**src/rtl/mnDivPkg.sv**
```systemverilog
package mnDivPkg;
  localparam int REG_W      = 32;
  localparam int SEL_LSB    = 29;
  localparam int PARENT_BIT = 31;
  localparam int DEN_BIT    = 30;
  localparam int NEN_BIT    = 31;

  typedef struct packed {
    logic accClear;
    logic accRun;
  } divStrobe_t;
endpackage

```
**src/rtl/mnDivCtrl.sv**
```systemverilog
module mnDivCtrl
  import mnDivPkg::*;
#(
  parameter int N_W = 13,
  parameter int M_W = 9
) (
  input  logic             clk,
  input  logic             rstN,
  input  logic             busWrEn,
  input  logic             busAddr,
  input  logic [REG_W-1:0] busWdata,
  output logic [REG_W-1:0] busRdata,
  output logic [N_W-1:0]   nVal,
  output logic [M_W-1:0]   mVal,
  output logic [N_W-1:0]   dVal,
  output logic [1:0]       outSel,
  output logic             parentSel,
  output divStrobe_t       strobe
);
  localparam int M_LSB = N_W;
  localparam int M_MSB = N_W + M_W - 1;

  logic wrMain, wrAux;
  logic [N_W-1:0] nQ, dQ, nWr, nClamped;
  logic [M_W-1:0] mQ, mWr;
  logic [N_W:0]   twoM;
  logic [1:0]     selQ;
  logic           parentQ, dEnQ, nEnQ;

  assign wrMain = busWrEn && !busAddr;
  assign wrAux  = busWrEn && busAddr;
  assign nWr    = busWdata[N_W-1:0];
  assign mWr    = busWdata[M_MSB:M_LSB];
  assign twoM   = (N_W+1)'({mWr, 1'b0});
  assign nClamped = ({1'b0, nWr} < twoM) ? twoM[N_W-1:0] : nWr;

  always_ff @(posedge clk) begin
    if (!rstN) begin
      nQ <= '0; mQ <= '0; selQ <= '0; parentQ <= 1'b0;
      dQ <= '0; dEnQ <= 1'b0; nEnQ <= 1'b0;
    end else begin
      if (wrMain) begin
        nQ      <= nClamped;
        mQ      <= mWr;
        selQ    <= busWdata[SEL_LSB+1:SEL_LSB];
        parentQ <= busWdata[PARENT_BIT];
      end
      if (wrAux) begin
        dEnQ <= busWdata[DEN_BIT];
        nEnQ <= busWdata[NEN_BIT];
        dQ   <= busWdata[DEN_BIT] ? busWdata[N_W-1:0] : (nQ >> 1);
      end
    end
  end

  always_comb begin
    busRdata = '0;
    if (!busAddr) begin
      busRdata[N_W-1:0]             = nQ;
      busRdata[M_MSB:M_LSB]         = mQ;
      busRdata[SEL_LSB+1:SEL_LSB]   = selQ;
      busRdata[PARENT_BIT]          = parentQ;
    end else begin
      busRdata[N_W-1:0] = dQ;
      busRdata[NEN_BIT] = dEnQ;
      busRdata[DEN_BIT] = nEnQ;
    end
  end

  assign nVal      = nQ;
  assign mVal      = mQ;
  assign dVal      = dQ;
  assign outSel    = selQ;
  assign parentSel = parentQ;
  assign strobe.accClear = wrMain;
  assign strobe.accRun   = selQ[0];

  a_r4_clamp: assert property (@(posedge clk) disable iff (!rstN)
    {1'b0, nQ} >= (N_W+1)'({mQ, 1'b0}));
  a_r6_d_auto: assert property (@(posedge clk) disable iff (!rstN)
    (wrAux && !busWdata[DEN_BIT]) |=> (dQ == ($past(nQ) >> 1)));
  a_r8_d_hold: assert property (@(posedge clk) disable iff (!rstN)
    !wrAux |=> $stable(dQ));
endmodule

```
**src/rtl/mnDivAccum.sv**
```systemverilog
module mnDivAccum
  import mnDivPkg::*;
#(
  parameter int N_W = 13,
  parameter int M_W = 9
) (
  input  logic           clk,
  input  logic           rstN,
  input  divStrobe_t     strobe,
  input  logic [N_W-1:0] nVal,
  input  logic [M_W-1:0] mVal,
  input  logic [N_W-1:0] dVal,
  output logic           divClk
);
  logic [N_W-1:0] accQ, accNext;
  logic [N_W:0]   sum, diff;
  logic           divClkQ;

  always_comb begin
    sum     = {1'b0, accQ} + (N_W+1)'(mVal);
    diff    = sum - {1'b0, nVal};
    accNext = (sum >= {1'b0, nVal}) ? diff[N_W-1:0] : sum[N_W-1:0];
  end

  always_ff @(posedge clk) begin
    if (!rstN || strobe.accClear || !strobe.accRun) begin
      accQ    <= '0;
      divClkQ <= 1'b0;
    end else begin
      accQ    <= accNext;
      divClkQ <= accNext < dVal;
    end
  end

  assign divClk = divClkQ;

  a_r3_acc_bound: assert property (@(posedge clk) disable iff (!rstN)
    (nVal != '0) |-> (accQ < nVal));
  a_r5_idle_low: assert property (@(posedge clk) disable iff (!rstN)
    !strobe.accRun |=> !divClkQ);
endmodule

```
**src/rtl/mnAudioDiv.sv**
```systemverilog
module mnAudioDiv
  import mnDivPkg::*;
#(
  parameter int N_W = 13,
  parameter int M_W = 9
) (
  input  logic        clk,
  input  logic        rstN,
  input  logic        extRefClk,
  input  logic        busWrEn,
  input  logic        busAddr,
  input  logic [31:0] busWdata,
  output logic [31:0] busRdata,
  output logic        mclkOut,
  output logic        parentSel
);
  logic [N_W-1:0] nVal, dVal;
  logic [M_W-1:0] mVal;
  logic [1:0]     outSel;
  logic           divClk;
  divStrobe_t     strobe;

  mnDivCtrl #(.N_W(N_W), .M_W(M_W)) u_ctrl (
    .clk(clk), .rstN(rstN), .busWrEn(busWrEn), .busAddr(busAddr),
    .busWdata(busWdata), .busRdata(busRdata), .nVal(nVal), .mVal(mVal),
    .dVal(dVal), .outSel(outSel), .parentSel(parentSel), .strobe(strobe)
  );

  mnDivAccum #(.N_W(N_W), .M_W(M_W)) u_accum (
    .clk(clk), .rstN(rstN), .strobe(strobe), .nVal(nVal), .mVal(mVal),
    .dVal(dVal), .divClk(divClk)
  );

  assign mclkOut = outSel[1] ? divClk : extRefClk;
endmodule

```
**config.mk**
```make
export PLATFORM = sky130hd
export DESIGN_NAME = mnAudioDiv
export DESIGN_NICKNAME = d
export VERILOG_FILES = /design/src/rtl/mnDivPkg.sv /design/src/rtl/mnDivCtrl.sv /design/src/rtl/mnDivAccum.sv /design/src/rtl/mnAudioDiv.sv
export SDC_FILE = /design/constraint.sdc
export NUM_CORES = 1
export LEC_CHECK = 0
export ABC_AREA = 1
export ABC_CLOCK_PERIOD_IN_PS = 7900
export BUFFER_PORTS_ARGS = -buffer_cell sky130_fd_sc_hd__buf_2
export CAP_MARGIN = 25
export CORE_AREA = 8 8 105 107
export DETAILED_ROUTE_END_ITERATION = 12
export DIE_AREA = 0 0 113 115
export HOLD_SLACK_MARGIN = 0.08
export PLACE_DENSITY = 0.75
export RECOVER_POWER = 50
export SLEW_MARGIN = 15
export SYNTH_ARGS = -nofsm -noshare
export SYNTH_HDL_FRONTEND = slang
export SYNTH_SLANG_ARGS = --single-unit
```
**constraint.sdc**
```tcl
create_clock -name clk -period 7.9 [get_ports clk]
set_input_delay 0.79 -clock clk [delete_from_list [all_inputs] [get_ports clk]]
set_output_delay 0.79 -clock clk [all_outputs]
set_load 0.02 [all_outputs]
```
# Word level (Yosys, flattened, before mapping)
# Cells that the tools add are included.
# totals
output_inout_bits	34
in_bits	37
word_cells	29
ff_bits	54
# classes
n_reduce_logical	7
n_lt_le_gt_ge	3
n_mux	8
n_addsub	2
# ops
operator	count
$mux 13	4
$add 13x9->14	1
$ge 14x13->1	1
$lt 13x10->1	1
$lt 13x13->1	1
$sub 13x13->13	1
$mux 9	1
$logic_not 1->1	3
$logic_and 1x1->1	2
$logic_or 1x1->1	2
$mux 1	2
$mux 2	1

# Depth between registers and ports, before layout
# Gate-level depths: netlist of run 1.
# logic_depth
depth_word	4
depth_mapped	29
depth_no_buf	28

# By module
# A second synthesis of run 1 with hierarchy kept.
# hier_totals
hier_cells	634
hier_area_um2	4284.1
# by_module_without_submodules
module	instances	seq_area_each_um2	area_per_inst_um2	cells_each
mnDivCtrl	1	800.8	2260.9	325
mnDivAccum	1	280.3	2008.2	305
mnAudioDiv	1	0.0	15.0	4

# Worst setup path after synthesis of run 1
# No wires, ideal clock.
# synth_timing
path_kind	register -> register
from	register u_ctrl.mQ[0] (netlist: u_ctrl.mVal[0])
to	register u_accum.divClkQ (netlist: u_accum.divClk)
n_path_buf	1
period_less_slack_ps	3890
required_ps	7830
slack_ps	4010
setup_time_ps	70
stages_incl_launch_ff	28
arrival_time_ps	3820
cell_sequence	dfxtp_1 > ha_1 > inv_1 > fa_1 > o21ai_0 > a31oi_1 > xor2_1 > inv_1 > ha_1 > nand2_2 > inv_1 > a21oi_1 > nand3_2 > nand2_1 > nand2_1 > nand2_2 > nand2_4 > inv_6 > buf_6 > nand2_1 > o21ai_2 > ha_1 > a21oi_1 > nand3b_1 > a21oi_1 > a2111oi_0 > nand2_1 > a21oi_1
# synth_between
elab_chain_cells	4
elab_cells_between_ends	5
classes_between	2 x add/sub; 2 x order compare; 1 x mux
# synth_lines
element	line_no	text
from (decl)	mnDivCtrl.sv:25	logic [M_W-1:0] mQ, mWr;
from (signal assigned)	mnDivCtrl.sv:44	mQ <= mWr;
$add 13x9->14 *	mnDivAccum.sv:20	sum = {1'b0, accQ} + (N_W+1)'(mVal);
$sub 13x13->13 or $ge 14x13->1 (tied branches)	mnDivAccum.sv:21, mnDivAccum.sv:22	
$mux 13 *	mnDivAccum.sv:22	accNext = (sum >= {1'b0, nVal}) ? diff[N_W-1:0] : sum[N_W-1:0];
net u_accum.accNext[6]	mnDivAccum.sv:15	logic [N_W-1:0] accQ, accNext;
$lt 13x13->1 *	mnDivAccum.sv:31	divClkQ <= accNext < dVal;
to (signal assigned)	mnDivAccum.sv:31	
to (decl)	mnDivAccum.sv:17	logic divClkQ;
# Mark *: on every way through the listed nets, which the timed path passes. The rest lies on a longest branch.
# A chain may end at the register's enable or synchronous reset.

# Worst setup path after layout of run 1
# layout_timing
from	input busAddr
to	register u_accum.accQ[0]
# layout_between
elab_chain_cells	4
# layout_lines
element	line_no	text
from (decl)	mnAudioDiv.sv:11	input logic busAddr,
$logic_not 1->1	-	
$logic_and 1x1->1	mnDivCtrl.sv:30	assign wrMain = busWrEn && !busAddr;
$logic_or 1x1->1 (2 in a row)	mnDivAccum.sv:26	if (!rstN || strobe.accClear || !strobe.accRun) begin
to (signal assigned)	mnDivAccum.sv:30	accQ <= accNext;
to (decl)	mnDivAccum.sv:15	
# Every way passes these cells.

==> results of run 1 <==
[power groups by stage]
stage,sequential (mW),clock [mW],combinational (mW)
3_3_place_gp,0.302,0,0.338
2_1_floorplan,0.299,0,0.269
6_report,0.296,0.165,0.355
5_1_grt,0.298,0.179,0.401
3_5_place_dp,0.302,0,0.348
4_1_cts,0.296,0.169,0.351
[through the flow]
step / total power, mW / hold WS, ns
6_report: 0.816 / 0.471
5_1_grt: 0.877 / 0.486
4_1_cts: 0.816 / 0.474
3_5_place_dp: 0.650 / 0.457
3_3_place_gp: 0.640 / 0.455
2_1_floorplan: 0.568 / 0.445
[layer usage]
| layer | share of wire | up-vias | GRT usage | routed length, um |
|---|---|---|---|---|
| li1 | - | 2038 | - | - |
| met1 | 0.46 | 1845 | 0.220 | 5080 |
| met2 | 0.47 | 109 | 0.301 | 5270 |
| met3 | 0.054 | 11 | 0.0278 | 599 |
| met4 | 0.014 | 0 | 0.0462 | 150 |
| met5 | 0 | - | 0 | 0 |
[layout by cell type (no fill, tap or decap), types with 2 or more instances in the layout]
cell type	n
a211oi_1	2
a21oi_1	56
a31oi_1	2
and2_1	2
buf_2	43
clkbuf_1	14
clkbuf_8	5
conb_1	7
dfxtp_1	54
fa_1	2
ha_1	42
inv_1	96
inv_2	5
inv_6	2
nand2_1	133
nand2_2	3
nand3_1	11
nand3b_1	2
nand4_1	7
nor2_1	38
nor2_2	4
nor3_1	4
o2111ai_1	2
o211ai_1	29
o21ai_0	41
o21ai_1	3
o21ai_2	5
xnor2_1	11
xor2_1	10
[cells by family (layout without fill, tap and decap cells)]
logic type,Yosys count,after routing,share of synthesized area
adder cells (fa/ha/maj),44,44,0.138
multiplexers,1,1,0.00276
other,1,7,0.000918
flip-flops,54,54,0.265
AND/OR/NAND/NOR,208,208,0.213
XOR/XNOR,21,21,0.0450
AO/OA/AOI/OAI,145,145,0.207
buffers and inverters,129,168,0.128
[path summary, 6_finish.rpt]
kind | end | from | slack (ns)
worst max-delay path | u_accum.accQ[0] | busAddr | 2.84
worst min-delay path | u_ctrl.nVal[12] | u_ctrl.nVal[12] | 0.47
worst max register to register | u_accum.divClk | u_ctrl.mVal[4] | 3.18
worst min register to register | u_ctrl.nVal[12] | u_ctrl.nVal[12] | 0.47
[worst register-to-register path, delay by kind of cell (launching register included)]
family                     cells  cell delay (ns)
DFF                            1             0.35
and+or+nand+nor               11             0.98
AOI/OAI and AO/OA              7             1.68
adders and majority gates      3             1.03
xor gates and xnor gates       1             0.32
buffers and inverters          4             0.29
[final cells by class]
| cell class | count | share of cell area |
|---|---|---|
| Timing Repair Buffer | 57 | 0.0597 |
| Multi-Input combinational cell | 426 | 0.558 |
| Tap cell | 114 | 0.0318 |
| Clock inverter | 3 | 0.00642 |
| Sequential cell | 54 | 0.241 |
| Clock buffer | 5 | 0.0154 |
| Inverter | 103 | 0.0874 |
[flip-flops by register name, summed over array words and instances, names as in the netlist, 2 cells and up]
name / flops
u_accum.accQ: 13
u_ctrl.dVal: 13
u_ctrl.mVal: 9
u_ctrl.nVal: 13
u_ctrl.outSel: 2
==> summary.txt, run 1 <==
Power and ir drop
  • Maximum vdd drop: 0.000125 V
  • Seq pwr share: 0.363
  • P_int: 0.478 mW
  • Switching share of power: 0.415
  • Leakage: 2.20 nW
  • Power per cell area: 182 nW/um2
  • Combinational Power Share: 0.435
  • Clock Power Share: 0.202
  • Switching power total: 0.338 mW

Logic synthesis
  • Yosys top cell by area: dfxtp_1
  • Seq cells post-synth: 54
  • EDFF count, synth: 0
  • Yosys warnings: 0
  • Synth Area per Inst: 6.77 um2
  • Synth cell count leaders: nand2_1, inv_1, a21oi_1, dfxtp_1, ha_1
  • Area contributors post-synth: dfxtp_1, ha_1, nand2_1
  • Netlist cell types: 41
  • Top cell type's share of synthesized area: 0.265
  • Main synth FF type: dfxtp_1
  • Most frequent cell after synthesis: nand2_1
  • Post-Synthesis Cells: 603
  • Mapped Area: 4080 um2
  • Asr flop ratio synth: 0
  • Post-synthesis sequential area ratio: 0.265

Drt
  • Avg WL per Cell: 14.6 um
  • Total Routed Length: 11.1 mm
  • Vias per cell: 5.25
  • Via count: 4003
  • Number of routed nets with antenna violations: 0
  • First DRT Iteration DRCs: 232
  • Detailed Routing Iterations Pass 1: 6
  • Residual DRC: 0

STA
  • Period minus WS final: 5.06 ns
  • Worst Max-Slew Pin Slew: 1.51 ns
  • Total Neg Setup Slack: 0 ns
  • Slew HR: -0.00498
  • Final setup vio count: 0
  • RSZ-0062 raised after global routing: no
  • Max-slew violations: 40
  • Fin crit share: 0.640
  • Skew final: 0.0103 ns
  • Final Hold Viols: 0
  • Final worst slack: 2.84 ns
  • FMAX: 198 MHz

CTS
  • Clk slew on worst S/H paths: 0.10 ns
  • Num CTS Buffers: 5
  • Root buffer cell: clkbuf_8
  • H-Tree Depth: 2
  • Clock Latency Late Sink: 0.32 ns
  • Post-cts hold buffer count: 0
  • Clock buffer depth: 2
  • CTS tree: yes
  • Number of buffers added for setup after CTS: 0
  • Clock Sinks: 54
  • Resize count post-CTS: 0

Floorplan
  • Std-Cell Rows: 36
  • Die X: 113 um
  • Starting Density: 0.432
  • Die Y: 115 um
  • Die Area: 13000 um2
  • IO Pins: 71
  • Core Region: 9460 um2

Hold path
  • HP Class: flop to flop
  • Worst Hold Depth: 2

Setup path
  • Cell family with most CP delay: buffers and inverters
  • Data required, critical path: 8.13 ns
  • CP most frequent cell: inv_1
  • WS Path Type: input pin to flop
  • FF-to-FF path depth: 26
  • CP max FO: 39
  • CP max-delay cell: clkbuf_1
  • Worst path max stage delay: 1.06 ns
  • Critical path arrival: 5.29 ns
  • Crit-path cells: clkbuf_1, inv_1, nand2_1, clkbuf_1, inv_1, nor3_1, inv_1, a21oi_1
  • Worst Path Buf+Inv: 5
  • WP depth: 8
  • Crit end category: flop
  • Setup crit start kind: input pin

Place
  • Dpl ws: 3.34 ns
  • Post-DP HPWL: 9.11 mm
  • Inst Count DP: 754
  • GPL Wtd Cong: 0.966
  • DP Area: 4400 um2
  • Port Buffers: 56

Global routing
  • Grt total ovfl: 0
  • Antenna violations before repair: 0
  • Largest net degree at the start of global routing: 40
  • GR Util All Layers: 0.174
  • Vias in the first global route: 3815
  • First-pass GRT wire length: 18.4 mm

Layout
  • N_diodes: 0
  • Sequential cell area: 1080 um2
  • Fillers: 969
  • Layout area overhead: 9.74%
  • Non-Filler Cell Area, Final: 4480 um2
  • Util after Layout: 0.474
  • Area occupied by multi-input gates: 2500 um2
  • Nets: 728
  • Layout cells sized above 1: 0.111
  • Cell Count, Final, Fillers Out: 762

Status
  • Status: finished with violations
  • Failing checks: max-capacitance violations, max-slew violations

Run
  • Max cap viols: 1
(Power assumes the default switching activity.)
==> run 2, diff against run 1 <==
ABC_CLOCK_PERIOD_IN_PS = 4900   (was 7900)
clock period = 4.9 ns   (was 7.9 ns; I/O delays follow)
==> run 2 against run 1 <==
Compared with the run above: hold slack lost 0.081 ns; utilization barely moved; cell area hardly changed; sequential share of layout area barely moved; critical path depth rose by 18; non-clock buffer count grew 1; the flow still finishes with violations (max-capacitance violations, max-slew violations); largest cell class unchanged.
==> summary.txt, run 2 (synthesis gave the netlist of run 1 again) <==
STA
  • Fin crit share: 0.922
  • Total Neg Setup Slack: 0 ns
  • Period minus WS final: 4.52 ns
  • Worst Max-Slew Pin Slew: 1.57 ns
  • Max-slew violations: 40
  • Final setup vio count: 0
  • FMAX: 221 MHz
  • RSZ-0062 raised after global routing: no
  • Slew HR: -0.0492
  • Worst hold slack: 0.391 ns
  • Final Hold Viols: 0
  • Skew final: 0.0185 ns

Setup path
  • Setup crit start kind: flop
  • Worst path max stage delay: 0.36 ns
  • Data required, critical path: 5.14 ns
  • Cell family with most CP delay: compound AO/OA/AOI/OAI gates
  • Critical path arrival: 4.76 ns
  • CP max FO: 8
  • WP depth: 26
  • CP most frequent cell: nand2_1
  • Crit end category: flop
  • WS Path Type: flop to flop
  • Worst Path Buf+Inv: 4
  • CP max-delay cell: dfxtp_1
  • Crit. Startpoint: u_ctrl.mVal[6]
  • FF-to-FF path depth: 26
  • Crit Reg-Reg Startpoint: u_ctrl.mVal[6]

Layout
  • Commonest non-fill, non-tap cell in the layout: nand2_1
  • Nets: 729
  • Layout area overhead: 9.77%
  • Fillers: 966
  • Non-Filler Cell Area, Final: 4480 um2
  • Commonest cells after routing, fill and taps aside: nand2_1, inv_1, a21oi_1, dfxtp_1, ha_1
  • Layout cells sized above 1: 0.103
  • Cell Count, Final, Fillers Out: 763
  • N_diodes: 0

CTS
  • Post-cts hold buffer count: 0
  • Num CTS Buffers: 5
  • Number of buffers added for setup after CTS: 0
  • Root buffer cell: clkbuf_8
  • Clock buffer depth: 2
  • Resize count post-CTS: 0
  • H-Tree Depth: 2
  • Clock Sinks: 54
  • Clk slew on worst S/H paths: 0.12 ns
  • Clock Latency Late Sink: 0.32 ns
  • CTS tree: yes

Drt
  • M1 wire length: 5.21 mm
  • Residual DRC: 0
  • WL met2: 5.33 mm
  • Number of routed nets with antenna violations: 0
  • Avg WL per Cell: 14.9 um
  • Total Routed Length: 11.4 mm
  • DR top layer: met4
  • First DRT Iteration DRCs: 211
  • Met3 WL: 676 um
  • Detailed Routing Iterations Pass 1: 5
  • Via count: 3959
  • Vias per cell: 5.19

Hold path
  • HP Class: input pin to flop
  • Hold Startpoint: busWdata[29]
  • Worst Hold Depth: 3

Global routing
  • GR Util All Layers: 0.174
  • Vias in the first global route: 3891
  • First-pass GRT wire length: 18.3 mm
  • Antenna violations before repair: 0
  • Largest net degree at the start of global routing: 40
  • Grt total ovfl: 0

Floorplan
  • Die Area: 13000 um2
  • Die Y: 115 um
  • IO Pins: 71
  • Std-Cell Rows: 36
  • Core Region: 9460 um2
  • Starting Density: 0.432
  • Die X: 113 um

Place
  • Inst Count DP: 755
  • Post-DP HPWL: 9.28 mm
  • DP Area: 4410 um2
  • GPL Wtd Cong: 0.914
  • Port Buffers: 56

Power and ir drop
  • Leakage: 2.18 nW
  • Maximum vdd drop: 0.000161 V
  • Power per cell area: 292 nW/um2

Run
  • Max cap viols: 1

Status
  • Failing checks: max-capacitance violations, max-slew violations
  • Status: finished with violations
[run 2: changes by cell type in the layout (fill, tap and decap cells not counted), sizes merged]
cell	previous run	this run
clkbuf	19	25
buf	43	38
clkinv	2	1
clkinvlp	0	1
[run 2: final timing paths]
path                       to  slack, ns
min reg2reg   u_ctrl.nVal[11]       0.47
min          u_ctrl.outSel[0]       0.39
max reg2reg    u_accum.divClk       0.38
max            u_accum.divClk       0.38
[run 2: where the power goes]
group | internal (mW) | switching [mW]
combinational | 0.201 | 0.366
clock | 0.106 | 0.159
sequential | 0.461 | 0.0162
[run 2: worst reg2reg max path: stages (launching register included)]
cell,delay (ns)
dfxtp_1,0.36
ha_1,0.35
a21oi_1,0.20
o21ai_0,0.11
a21oi_1,0.25
inv_1,0.07
nand2_1,0.08
nand2_1,0.06
xnor2_1,0.27
inv_1,0.08
ha_1,0.36
nand2_2,0.13
inv_1,0.04
a21oi_1,0.16
nand3_2,0.11
nand2_1,0.07
nand2_1,0.05
nand2_2,0.08
nand2_4,0.09
o21ai_0,0.36
inv_1,0.09
ha_1,0.32
nand2_1,0.09
nor2_1,0.05
a2111oi_0,0.36
nand2_1,0.08
a21oi_1,0.15
[run 2: final cells by class]
cell class / count / area, um2 / share of cell area
multi-input combinational: 426 / 2500 / 0.558
tap: 114 / 143 / 0.0318
clock buffer: 5 / 68.8 / 0.0154
sequential: 54 / 1080 / 0.241
clock inverter: 3 / 27.5 / 0.00614
inverter: 103 / 392 / 0.0874
timing repair buffer: 58 / 270 / 0.0603
[run 2: per-layer routing]
metal  global-route usage  up-vias
li1                     -     2047
met1                0.213     1782
met2                0.308      113
met3               0.0310       17
met4               0.0444        0
met5                    0        -
[run 2: metrics by stage]
| step | power (mW) | util | setup WS (ns) |
|---|---|---|---|
| 6_report | 1.31 | 0.474 | 0.383 |
| 5_1_grt | 1.41 | 0.474 | 0.0315 |
| 4_1_cts | 1.31 | 0.477 | 0.429 |
| 3_5_place_dp | 1.05 | 0.466 | 0.517 |
| 3_3_place_gp | 1.03 | 0.466 | 0.597 |
| 2_1_floorplan | 0.916 | - | 1.01 |
==> run 3, diff against run 2 <==
CORE_AREA = 10 10 79 148   (was 8 8 105 107)
DIE_AREA = 0 0 89 158   (was 0 0 113 115)
==> run 3 against run 2 <==
Compared with the run above: the flow still finishes with violations (max-capacitance violations, max-slew violations); utilization rose by 1.2 points; hold slack better by 0.027 ns; non-clock buffer count did not move; routed wire length increased by 4.6%; cell area increased by 1.1%; clock power is 53% higher; register-to-register slack worse by 0.08 ns; via count grew 3.5%; highest routed layer unchanged; critical path depth rose by 2; total power increased by 11%.
==> summary.txt, run 3 (synthesis gave the netlist of run 1 again) <==
Status
  • Status: finished with violations
  • Failing checks: max-capacitance violations, max-slew violations

Floorplan
  • IO Pins: 71
  • Die X: 89 um
  • Die Y: 158 um
  • Die Area: 14100 um2
  • Std-Cell Rows: 50
  • Core Region: 9320 um2
  • Starting Density: 0.438

CTS
  • Clock buffer depth: 2
  • Num CTS Buffers: 5
  • Clk slew on worst S/H paths: 0.07 ns
  • Clock Sinks: 54
  • CTS tree: yes
  • Root buffer cell: clkbuf_16
  • Clock Latency Late Sink: 0.30 ns
  • Post-cts hold buffer count: 0
  • H-Tree Depth: 2

STA
  • Final setup vio count: 0
  • Max-slew violations: 40
  • Total Neg Setup Slack: 0 ns
  • Skew final: 0.00815 ns
  • FMAX: 217 MHz
  • Slew HR: -0.0363
  • Worst hold slack: 0.418 ns
  • Final Hold Viols: 0
  • Period minus WS final: 4.60 ns
  • RSZ-0062 raised after global routing: no
  • Worst Max-Slew Pin Slew: 1.55 ns
  • Fin crit share: 0.939

Setup path
  • Worst R2R Setup Slack: 0.30 ns
  • Data required, critical path: 5.12 ns
  • Critical path arrival: 4.82 ns
  • Crit. Startpoint: u_ctrl.mVal[6]
  • CP max-delay cell: ha_1
  • CP max FO: 18
  • Setup crit start kind: flop
  • Worst Path Buf+Inv: 4
  • R2R Path End: u_accum.divClk
  • Worst path max stage delay: 0.36 ns
  • Cell family with most CP delay: compound AO/OA/AOI/OAI gates
  • FF-to-FF path depth: 28
  • Crit Reg-Reg Startpoint: u_ctrl.mVal[6]
  • Crit end category: flop
  • WS Path Type: flop to flop

Drt
  • Via count: 4097
  • Number of routed nets with antenna violations: 0
  • Detailed Routing Iterations Pass 1: 5
  • First DRT Iteration DRCs: 192
  • Residual DRC: 0
  • Total Routed Length: 11.9 mm
  • Vias per cell: 5.44
  • Avg WL per Cell: 15.8 um

Power and ir drop
  • Maximum vdd drop: 0.000251 V
  • Leakage: 2.20 nW
  • Power per cell area: 321 nW/um2

Layout
  • Layout area overhead: 11.0%
  • Layout cells sized above 1: 0.0971
  • Commonest cells after routing, fill and taps aside: nand2_1, inv_1, a21oi_1, dfxtp_1, ha_1
  • N_diodes: 0
  • Nets: 729
  • Commonest non-fill, non-tap cell in the layout: nand2_1

Hold path
  • Worst Hold Depth: 3
  • HP Class: input pin to flop
  • Hold Startpoint: busWdata[29]
  • Worst hold path endpoint: u_ctrl.outSel[0]

Global routing
  • Grt total ovfl: 0
  • Vias in the first global route: 4126
  • Largest net degree at the start of global routing: 40
  • First-pass GRT wire length: 19.0 mm
  • GR Util All Layers: 0.172
  • Antenna violations before repair: 0

Place
  • Port Buffers: 56
  • Post-DP HPWL: 9.69 mm
  • GPL Wtd Cong: 0.945

Run
  • Max cap viols: 1
[run 3: through the flow]
step | setup WS (ns) | power, mW | std cells | util | cell area [um2]
after floorplan | 1.01 | 0.916 | 609 | - | 4110
after global placement | 0.492 | 1.03 | 745 | 0.472 | 4400
after detailed placement | 0.244 | 1.05 | 745 | 0.472 | 4400
after CTS | 0.209 | 1.46 | 753 | 0.490 | 4560
after global routing | 0.0103 | 1.55 | 753 | 0.486 | 4530
final | 0.300 | 1.46 | 753 | 0.486 | 4530
[run 3: repair_timing]
action                                  in CTS  in global routing
setup buffers                                0                  0
resized for setup                            0                  2
endpoints found under the setup margin       0                  1
[run 3: how the worst max path moves through the flow]
stage / endpoint / slack [ns] / cells past startpoint
2_1_floorplan: u_accum.divClk / 1.01 / 27
3_3_place_gp: u_accum.divClk / 0.49 / 26
3_5_place_dp: u_accum.divClk / 0.24 / 26
4_1_cts: u_accum.divClk / 0.21 / 26
5_1_grt: u_accum.divClk / 0.01 / 28
6_report: u_accum.divClk / 0.30 / 28
[run 3: per-layer routing]
layer / track usage / vias up / wire (um) / part of all wire
met5: 0 / - / 0 / 0
met4: 0.118 / 0 / 651 / 0.055
met3: 0.0278 / 37 / 511 / 0.043
met2: 0.324 / 123 / 6580 / 0.55
met1: 0.158 / 1893 / 4140 / 0.35
li1: - / 2044 / - / -
[run 3: area by class of cell]
type	count	area, um2
repair buffers	58	263
well taps	104	130
multi-input cells	426	2500
fillers	927	4790
clock inverters	3	40.0
clock buffers	5	125
inverters	103	392
flip-flops and latches	54	1080
[run 3: report_power, final]
part | leakage, nW | internal, mW | switching (mW) | total, mW
clock | 0.0836 | 0.240 | 0.166 | 0.405
sequential | 0.442 | 0.461 | 0.0157 | 0.477
combinational | 1.68 | 0.201 | 0.373 | 0.574
total | 2.20 | 0.902 | 0.554 | 1.46
[run 3: worst register-to-register path: cells and delay by family (launching register included)]
kind                       cells  cell delay, ns
AOI/OAI and AO/OA              9            1.58
and+or+nand+nor               11            1.07
adders and majority gates      3            0.99
buffers and inverters          4            0.35
DFF                            1            0.34
xor gates and xnor gates       1            0.21
